### config.mk
export PLATFORM = sky130hd
export DESIGN_NAME = sfcmd_seq
export DESIGN_NICKNAME = d
export VERILOG_FILES = /design/src/rtl/sfcmd_pkg.sv /design/src/rtl/sfcmd_busgate.sv /design/src/rtl/sfcmd_lpctl.sv /design/src/rtl/sfcmd_core.sv /design/src/rtl/sfcmd_seq.sv
export SDC_FILE = /design/constraint.sdc
export NUM_CORES = 1
export LEC_CHECK = 0
export CAP_MARGIN = 20
export CORE_MARGIN = 2
export CORE_UTILIZATION = 55
export CTS_BUF_LIST = sky130_fd_sc_hd__clkbuf_4 sky130_fd_sc_hd__clkbuf_8
export CTS_CLUSTER_DIAMETER = 80
export DETAILED_ROUTE_END_ITERATION = 7
export DONT_BUFFER_PORTS = 1
export PLACE_DENSITY_LB_ADDON = 0.2
export SLEW_MARGIN = 0
export SYNTH_ARGS = -nofsm -noshare
export SYNTH_HDL_FRONTEND = slang
export SYNTH_SLANG_ARGS = --single-unit
### constraint.sdc
create_clock -name clk -period 3.65 [get_ports clk]
set_input_delay 1.095 -clock clk [delete_from_list [all_inputs] [get_ports clk]]
set_output_delay 1.095 -clock clk [all_outputs]
set_load 0.005 [all_outputs]
### src/rtl/sfcmd_pkg.sv
package sfcmd_pkg;
   typedef enum logic [1:0] {
      ST_IDLE = 2'd0,
      ST_WAIT = 2'd1,
      ST_EXEC = 2'd2
   } seq_state_t;

   // bit positions inside the flag-clear write data
   localparam int FLG_XFER = 0;
   localparam int FLG_ERR  = 1;
   localparam int FLG_W    = 2;
endpackage

### src/rtl/sfcmd_busgate.sv
module sfcmd_busgate #(
   parameter int ADDR_W    = 8,
   parameter int DATA_W    = 32,
   parameter int BE_W      = DATA_W / 8,
   parameter bit HOLD_LAST = 1'b0
) (
   input  logic              clk,
   input  logic              rst,
   input  logic              en,
   input  logic [ADDR_W-1:0] in_addr,
   input  logic [BE_W-1:0]   in_be,
   input  logic              in_wr,
   input  logic [DATA_W-1:0] in_wdata,
   output logic [ADDR_W-1:0] out_addr,
   output logic [BE_W-1:0]   out_be,
   output logic              out_wr,
   output logic [DATA_W-1:0] out_wdata
);
   // the write strobe is always forced low when unselected
   assign out_wr = en & in_wr;

   generate
      if (HOLD_LAST) begin : g_hold
         // unselected: present the last selected values, so nothing toggles
         logic [ADDR_W-1:0] addr_q;
         logic [BE_W-1:0]   be_q;
         logic [DATA_W-1:0] wdata_q;
         always_ff @(posedge clk) begin
            if (rst) begin
               addr_q  <= '0;
               be_q    <= '0;
               wdata_q <= '0;
            end else if (en) begin
               addr_q  <= in_addr;
               be_q    <= in_be;
               wdata_q <= in_wdata;
            end
         end
         assign out_addr  = en ? in_addr  : addr_q;
         assign out_be    = en ? in_be    : be_q;
         assign out_wdata = en ? in_wdata : wdata_q;
      end else begin : g_zero
         // unselected: force constant zero
         assign out_addr  = in_addr  & {ADDR_W{en}};
         assign out_be    = in_be    & {BE_W{en}};
         assign out_wdata = in_wdata & {DATA_W{en}};
      end
   endgenerate
endmodule

### src/rtl/sfcmd_lpctl.sv
module sfcmd_lpctl #(
   parameter int LEAD = 2
) (
   input  logic clk,
   input  logic rst,
   input  logic dis_req,
   input  logic stop_req,
   input  logic fclk_avail,
   input  logic core_idle,
   output logic dis_ack,
   output logic stop_ack,
   output logic cmd_illegal,
   output logic wake_pend
);
   logic [LEAD-1:0] dpipe;
   logic            entry_req;

   if (LEAD < 1) begin : g_bad_lead
      $error("sfcmd_lpctl: LEAD must be at least 1");
   end

   // counts consecutive sampled requests; a gap restarts the lead time
   generate
      if (LEAD == 1) begin : g_one
         always_ff @(posedge clk) begin
            if (rst) dpipe <= '0;
            else     dpipe <= dis_req;
         end
      end else begin : g_multi
         always_ff @(posedge clk) begin
            if (rst)          dpipe <= '0;
            else if (dis_req) dpipe <= {dpipe[LEAD-2:0], 1'b1};
            else              dpipe <= '0;
         end
      end
   endgenerate

   assign entry_req   = dpipe[LEAD-1];
   // refusal window: opens as the request is seen, closes on leaving disable
   assign cmd_illegal = dis_req | dis_ack;

   always_ff @(posedge clk) begin
      if (rst) begin
         dis_ack   <= 1'b0;
         stop_ack  <= 1'b0;
         wake_pend <= 1'b0;
      end else begin
         if (!dis_req)                    dis_ack <= 1'b0;
         else if (entry_req && core_idle) dis_ack <= 1'b1;

         if (!stop_req)       stop_ack <= 1'b0;
         else if (core_idle)  stop_ack <= 1'b1;

         if ((dis_ack && !dis_req) || (stop_ack && !stop_req)) wake_pend <= 1'b1;
         else if (fclk_avail)                                  wake_pend <= 1'b0;
      end
   end

   p_dis_hold_r6: assert property (@(posedge clk) disable iff (rst)
      (dis_req && !core_idle && !dis_ack) |=> !dis_ack);
   p_stop_hold_r6: assert property (@(posedge clk) disable iff (rst)
      (stop_req && !core_idle && !stop_ack) |=> !stop_ack);
   p_dis_drop_r5: assert property (@(posedge clk) disable iff (rst)
      !dis_req |=> !dis_ack);
   p_dis_cause_r5: assert property (@(posedge clk) disable iff (rst)
      $rose(dis_ack) |-> $past(dis_req));
   p_stop_drop_r7: assert property (@(posedge clk) disable iff (rst)
      !stop_req |=> !stop_ack);
endmodule

### src/rtl/sfcmd_core.sv
module sfcmd_core
   import sfcmd_pkg::*;
#(
   parameter int IC_W = 8
) (
   input  logic             clk,
   input  logic             rst,
   input  logic             wr_ic,
   input  logic [IC_W-1:0]  ic_val,
   input  logic             wr_flg,
   input  logic [FLG_W-1:0] flg_clr,
   input  logic             illegal,
   input  logic             wake_pend,
   input  logic             fclk_avail,
   input  logic             eng_done,
   output logic             busy,
   output logic             cmd_act,
   output logic             idle,
   output logic             eng_start,
   output logic [IC_W-1:0]  eng_code,
   output logic             xfer_done,
   output logic             err_flag
);
   seq_state_t state;
   logic       accept, reject, finish;

   assign idle    = (state == ST_IDLE);
   assign accept  = wr_ic && !illegal && idle;
   assign reject  = wr_ic && !accept;
   assign finish  = (state == ST_EXEC) && eng_done;
   assign busy    = (state == ST_EXEC);
   assign cmd_act = busy;

   always_ff @(posedge clk) begin
      if (rst) begin
         state     <= ST_IDLE;
         eng_start <= 1'b0;
         eng_code  <= '0;
      end else begin
         eng_start <= 1'b0;
         unique case (state)
            ST_IDLE: if (accept) begin
               eng_code <= ic_val;
               if (wake_pend && !fclk_avail) begin
                  state <= ST_WAIT;
               end else begin
                  state     <= ST_EXEC;
                  eng_start <= 1'b1;
               end
            end
            ST_WAIT: if (fclk_avail) begin
               state     <= ST_EXEC;
               eng_start <= 1'b1;
            end
            ST_EXEC: if (eng_done) state <= ST_IDLE;
            default: state <= ST_IDLE;
         endcase
      end
   end

   always_ff @(posedge clk) begin
      if (rst) begin
         xfer_done <= 1'b0;
         err_flag  <= 1'b0;
      end else begin
         if (finish)                          xfer_done <= 1'b1;
         else if (wr_flg && flg_clr[FLG_XFER]) xfer_done <= 1'b0;

         if (reject)                          err_flag <= 1'b1;
         else if (wr_flg && flg_clr[FLG_ERR])  err_flag <= 1'b0;
      end
   end

   p_start_with_busy_r1: assert property (@(posedge clk) disable iff (rst)
      $rose(busy) |-> eng_start);
   p_done_clears_r2: assert property (@(posedge clk) disable iff (rst)
      (busy && eng_done) |=> (!busy && !cmd_act && xfer_done));
   p_sticky_xfer_r3: assert property (@(posedge clk) disable iff (rst)
      (xfer_done && !(wr_flg && flg_clr[FLG_XFER])) |=> xfer_done);
   p_reject_window_r4: assert property (@(posedge clk) disable iff (rst)
      (wr_ic && illegal && idle) |=> (!busy && !eng_start && err_flag));
   p_hold_no_clk_r8: assert property (@(posedge clk) disable iff (rst)
      (state == ST_WAIT && !fclk_avail) |=> (!busy && !eng_start));
   p_reject_busy_r9: assert property (@(posedge clk) disable iff (rst)
      (wr_ic && busy && !eng_done) |=> (busy && !eng_start && err_flag && $stable(eng_code)));
   p_stray_done_r12: assert property (@(posedge clk) disable iff (rst)
      (idle && eng_done && !wr_ic && !(wr_flg && flg_clr[FLG_XFER])) |=> ($stable(xfer_done) && !busy));
endmodule

### src/rtl/sfcmd_seq.sv
module sfcmd_seq
   import sfcmd_pkg::*;
#(
   parameter int              ADDR_W     = 8,
   parameter int              DATA_W     = 32,
   parameter int              IC_W       = 8,
   parameter int              LEAD       = 2,
   parameter bit              HOLD_GATED = 1'b0,
   parameter logic [ADDR_W-1:0] IC_OFFS  = 'h00,
   parameter logic [ADDR_W-1:0] FLG_OFFS = 'h04
) (
   input  logic                clk,
   input  logic                rst,
   input  logic                mod_en,
   input  logic [ADDR_W-1:0]   bus_addr,
   input  logic [DATA_W/8-1:0] bus_be,
   input  logic                bus_wr,
   input  logic [DATA_W-1:0]   bus_wdata,
   input  logic                dis_req,
   output logic                dis_ack,
   input  logic                stop_req,
   output logic                stop_ack,
   input  logic                fclk_avail,
   output logic                eng_start,
   output logic [IC_W-1:0]     eng_code,
   input  logic                eng_done,
   output logic                busy,
   output logic                cmd_act,
   output logic                xfer_done,
   output logic                cmd_err
);
   localparam int BE_W = DATA_W / 8;

   if (DATA_W % 8 != 0 || DATA_W < 8) begin : g_bad_data
      $error("sfcmd_seq: DATA_W must be a positive multiple of 8");
   end
   if (IC_W < 1 || IC_W > 8) begin : g_bad_ic
      $error("sfcmd_seq: IC_W must fit byte lane 0");
   end
   if (IC_OFFS == FLG_OFFS) begin : g_bad_offs
      $error("sfcmd_seq: register offsets must differ");
   end

   logic [ADDR_W-1:0] g_addr;
   logic [BE_W-1:0]   g_be;
   logic              g_wr;
   logic [DATA_W-1:0] g_wdata;
   logic              wr_ic, wr_flg;
   logic              illegal, wake_pend, core_idle;
   logic              spare_unused;

   sfcmd_busgate #(
      .ADDR_W(ADDR_W), .DATA_W(DATA_W), .BE_W(BE_W), .HOLD_LAST(HOLD_GATED)
   ) u_gate (
      .clk(clk), .rst(rst), .en(mod_en),
      .in_addr(bus_addr), .in_be(bus_be), .in_wr(bus_wr), .in_wdata(bus_wdata),
      .out_addr(g_addr), .out_be(g_be), .out_wr(g_wr), .out_wdata(g_wdata)
   );

   assign wr_ic  = g_wr && (g_addr == IC_OFFS)  && g_be[0];
   assign wr_flg = g_wr && (g_addr == FLG_OFFS) && g_be[0];
   assign spare_unused = ^{g_be, g_wdata};

   sfcmd_lpctl #(.LEAD(LEAD)) u_lp (
      .clk(clk), .rst(rst),
      .dis_req(dis_req), .stop_req(stop_req), .fclk_avail(fclk_avail),
      .core_idle(core_idle),
      .dis_ack(dis_ack), .stop_ack(stop_ack),
      .cmd_illegal(illegal), .wake_pend(wake_pend)
   );

   sfcmd_core #(.IC_W(IC_W)) u_core (
      .clk(clk), .rst(rst),
      .wr_ic(wr_ic), .ic_val(g_wdata[IC_W-1:0]),
      .wr_flg(wr_flg), .flg_clr(g_wdata[FLG_W-1:0]),
      .illegal(illegal), .wake_pend(wake_pend), .fclk_avail(fclk_avail),
      .eng_done(eng_done),
      .busy(busy), .cmd_act(cmd_act), .idle(core_idle),
      .eng_start(eng_start), .eng_code(eng_code),
      .xfer_done(xfer_done), .err_flag(cmd_err)
   );

   p_unselected_idle_r10: assert property (@(posedge clk) disable iff (rst)
      (!mod_en && core_idle) |=> (!busy && !eng_start));
endmodule

* Yosys cells after proc, flatten, opt, wreduce, memory -nomap -nowiden
Cells that the tools add are included.
** Word-level totals
- Bits in registers :: 18
- Output and inout bits :: 15
- Logic and storage cells :: 68
- Input port bits :: 52
** Cells by class
- Bitwise logic cells :: 7
- Reductions and logical operators :: 29
- Muxes and demuxes :: 16
- Equal/unequal tests :: 6
** Operators by type and width (number)
- AND 8 bit :: 2
- logical AND 1 bit :: 14
- two-way mux 1 bit :: 10
- equality test 8 x 3 -> 1 bit (second input constant) :: 1
- zero test 8 bit :: 1
- two-way mux 2 bit :: 4
- != test 2 bit (second input constant) :: 3
- one-hot mux 2 bit (3 select lines) :: 1
- nonzero test 2 bit :: 3
- zero test 1 bit :: 5
- OR reduction 2 bit :: 2
- AND reduction 3 bit :: 1
- AND 1 bit :: 2
- equality test 2 x 1 -> 1 bit (second input constant) :: 1
- equality test 2 bit (second input constant) :: 1
- zero test 2 bit :: 1
- NOT 1 bit :: 2
- one-hot mux 1 bit (2 select lines) :: 1
- AND reduction 2 bit :: 1
- logical OR 1 bit :: 1
- bitwise OR 1 bit :: 1

* Logic depth before layout (Yosys ltp)
- Depth after elaboration :: 9
- Depth in mapped cells :: 5
- Mapped depth without buffers :: 4

* Hierarchy
Synthesis repeated with hierarchy kept, for this count alone.
** Unflattened totals
- Cells, all modules :: 140
- Area total of the unflattened synthesis :: 1162.4 µm²
** By module, submodules not included
- sfcmd_core :: seq. area each 260.2 µm², times used 1, area each 585.6 µm², cells an instance 69
- sfcmd_busgate :: seq. area each 0.0 µm², times used 1, area each 357.8 µm², cells an instance 49
- sfcmd_lpctl :: seq. area each 100.1 µm², times used 1, area each 181.4 µm², cells an instance 16
- sfcmd_seq :: seq. area each 0.0 µm², times used 1, area each 37.5 µm², cells an instance 6

* Least setup slack after synthesis
Ideal clock, no wire load.
- Path type :: input port to flip-flop
- Start point :: input bus_addr[3]
- End point :: register u_core.err_flag
- Data required time :: 3.518 ns
- Buffers on the path :: 0
- Data arrival time :: 2.340 ns
- Cell stages on the path :: 4
- Path slack :: 1.177 ns
- Setup time :: 0.132 ns
- Cell sequence :: or4_4 > or4_1 > o21ai_0 > a21oi_1
** On the way
- Longest elaborated chain between the ends :: 9
- Elaborated cells between the ends (all ways) :: 14
- Those cells by class :: 1 x eq/ne; 1 x mux; 1 x bitwise; 11 x reduce/logical
** RTL lines
- start, declared :: line sfcmd_seq.sv:15 : input logic [ADDR_W-1:0] bus_addr,
- AND 8 bit (*) :: line sfcmd_busgate.sv:44 : assign out_addr = in_addr & {ADDR_W{en}};
- zero test 8 bit :: line sfcmd_seq.sv:60 : assign wr_ic = g_wr && (g_addr == IC_OFFS) && g_be[0];
- logical AND 1 bit (2 in series) :: line sfcmd_seq.sv:60
- logical AND 1 bit (2 in series) :: line sfcmd_core.sv:28 : assign accept = wr_ic && !illegal && idle;
- zero test 1 bit :: line sfcmd_core.sv:29 : assign reject = wr_ic && !accept;
- logical AND 1 bit :: line sfcmd_core.sv:29
- two-way mux 1 bit or nonzero test 2 bit (tied branches)
- end signal, assigned :: line sfcmd_core.sv:64 : err_flag <= 1'b0;
- end signal, assigned :: line sfcmd_core.sv:69 : if (reject) err_flag <= 1'b1;
- end signal, assigned :: line sfcmd_core.sv:70 : else if (wr_flg && flg_clr[FLG_ERR]) err_flag <= 1'b0;
- end, declared :: line sfcmd_core.sv:22 : output logic err_flag
Every way passes the cells marked *; elsewhere a longest branch is shown, timed or not.
A chain may end at the register's enable or synchronous reset.

* Final worst setup path
- Start point :: input bus_addr[3]
- End point :: register u_core.eng_code[6]
** On the way
- Longest elaborated chain between the ends :: 7
** RTL lines
- AND 8 bit :: line sfcmd_busgate.sv:44
- zero test 8 bit :: line sfcmd_seq.sv:60
- logical AND 1 bit (2 in series) :: line sfcmd_seq.sv:60
- logical AND 1 bit (2 in series) :: line sfcmd_core.sv:28
- AND reduction 2 bit (no line)
- end signal, assigned :: line sfcmd_core.sv:43 : eng_code <= ic_val;
- end, declared :: line sfcmd_core.sv:20 : output logic [IC_W-1:0] eng_code,
Every way passes these cells.

==> metrics.cfg <==
[timing]
rsz0062_at_grt = false
finalSetupViolations = 0
fin_crit_ns = 2.41
post-route-period-util_pct = 66.1
hold_violations = 0
max-slew-margin-rel_pct = 53.2
fmaxAchievable_mhz = 414
worst_pin_slew_ns = 0.697
fin_setup_tns_ns = 0
hold_slack_ns = 0.448
fin_ws_ns = 1.24
finClkSkew_ns = 0.00404
slew_viol_final = 0

[clocking]
numCtsBuffers = 3
tritoncts = done
hold_buffers = 0
post_cts_buffers = 0
clockBufferDepth = 2
clk-insertion-delay-late_ns = 0.28
htree_levels = 1
cts_num_sinks = 18
path_clk_slew_ns = 0.09
cts_resized = 0
cts_root_buf = clkbuf_4

[yosys]
synthesis.instances = 87
synth_top_area_cell = dfxtp_1
synth.area.top_cells = dfxtp_1 46%, nand2b_1 9.6%, a21oi_1 7.7%, nand3_1 5.1%, nor4_4 2.7%
syn_nets = 139
synthDistinctLibCells = 28
yosysSeqAreaShare_pct = 46.2
yosysMostFrequentCell = dfxtp_1
syn-cell-area_um2 = 779
synth_top_area_share_pct = 46.2
ys.warnings.count = 0
ys_ff_latch = 18
synth_edf_count = 0
async_reset_ff_share_pct = 0
syn_avg_cell_area_um2 = 8.96
synthTopCellsByCount = 18 x dfxtp_1, 12 x a21oi_1, 12 x nand2b_1, 8 x nand3_1, 5 x nor2_1
synth-main-ff-cell = dfxtp_1

[final_layout]
ff_latch_area_um2 = 360
fin_nets = 140
final_area_um2 = 807
final_layout_size_suffix_gt1_share_pct = 8.05
syn_to_final_growth_pct = 3.53
multiInputGateArea_um2 = 384
final_core_util_pct = 61.3
fillers = 130
n_antenna_cell = 0

[placed_design]
hpwl_mm = 1.12
place_area_um2 = 771
numPortBuffers = 0
pre_cts_ws_ns = 0.924
gp_congestion = 0.724

[floorplanning]
initial_utilization_pct = 59.2
rows = 13
die_h_um = 41.6
io-pin-count = 67
fp.coreArea_um2 = 1320
dieArea_um2 = 1730
die_w_um = 41.6

[power]
peakVddDrop_mv = 0.200
power.density_nw_per_um2 = 405
power_leakage_nw = 0.259

[worst_hold_path]
hold_path_class = reg2reg

[setup_path]
path_max_fanout = 17
critical_path_class = in2reg
required_ns = 3.87
end_kind = register
arrival_ns = 2.63
setup.worst_path.start_class = input pin

[detailed_routing]
routed_wl_mm = 1.47
drc = 0
viasPerCell = 6.11
antenna_left = 0
firstDrtPassIters = 4
wl_per_cell_um = 14.4
vias = 623
drt_iter0_drc = 12

[grt]
grt_max_degree = 18
grt_pass1_vias = 580
grt-ovfl-total = 0
antenna_found_initial = 0
grt_pass1_wl_mm = 2.37
track_usage_pct = 18.0

[run_status]
status = finished, final reports clean

[job]
cap_violations = 0

==> critical path: stages <==
cell     delay (ns)
or4_4          0.56
nor4_4         0.66
nand3_1        0.15
a21oi_1        0.17
==> cell usage in the layout (no fill, tap or decap), types with 2 or more instances in the layout <==
cell type and instances:
nand3_1 8, nand2b_1 12, nor3_1 3, inv_1 2, nor2b_1 3, nand2_1 3
nor4_1 2, clkbuf_4 3, o21ai_0 2, a21oi_1 12, nor2_1 5, dfxtp_1 18
==> worst paths after layout <==
kind / startpoint / end / slack, ns / cells after the start
setup reg to reg: u_core.state[0] / u_core.eng_code[6] / 1.74 / 4
hold reg to reg: u_lp.dpipe[0] / u_lp.dpipe[1] / 0.45 / 1
setup / recovery: bus_addr[3] / u_core.eng_code[6] / 1.24 / 4
hold / removal: u_lp.dpipe[0] / u_lp.dpipe[1] / 0.45 / 1
==> report_power, final <==
group          switching, mW  total [mW]  internal, mW
registers            0.00138       0.200         0.198
clock network         0.0574       0.118        0.0607
logic                0.00425     0.00926       0.00501
total                 0.0630       0.327         0.264
==> per-stage QoR <==
step,power (mW),std cells
floorplan,0.215,87
global placement,0.213,98
detailed placement,0.214,98
CTS,0.332,102
global route,0.340,102
finish,0.327,102
==> area by class of cell <==
| type | instances | share of cell area [%] |
|---|---|---|
| Multi-Input combinational cell | 63 | 47.6 |
| Sequential cell | 18 | 44.7 |
| Inverter | 2 | 0.930 |
| Tap cell | 15 | 2.33 |
| Clock buffer | 4 | 4.50 |
==> logic make-up after synthesis <==
| family | Yosys count | synth area share (%) |
|---|---|---|
| and+or+nand+nor | 45 | 36.3 |
| DFF | 18 | 46.2 |
| AOI/OAI and AO/OA | 18 | 13.0 |
| buffers and inverters | 6 | 4.49 |
==> routing by layer <==
metal / track usage (%) / share of wire [%]
met5: 0 / 0
met2: 28.4 / 48
met4: 11.6 / 3.4
met3: 5.65 / 8.1
met1: 20.7 / 41
==> sequential cells by signal, indices dropped and copies added, names as in the netlist <==
name              flops
u_lp.wake_pend        1
u_core.eng_start      1
u_core.err_flag       1
u_core.state          2
u_lp.dis_ack          1
u_lp.dpipe            2
u_core.xfer_done      1
u_core.eng_code       8
u_lp.stop_ack         1
Note: power is estimated with default switching activity, not from simulation.
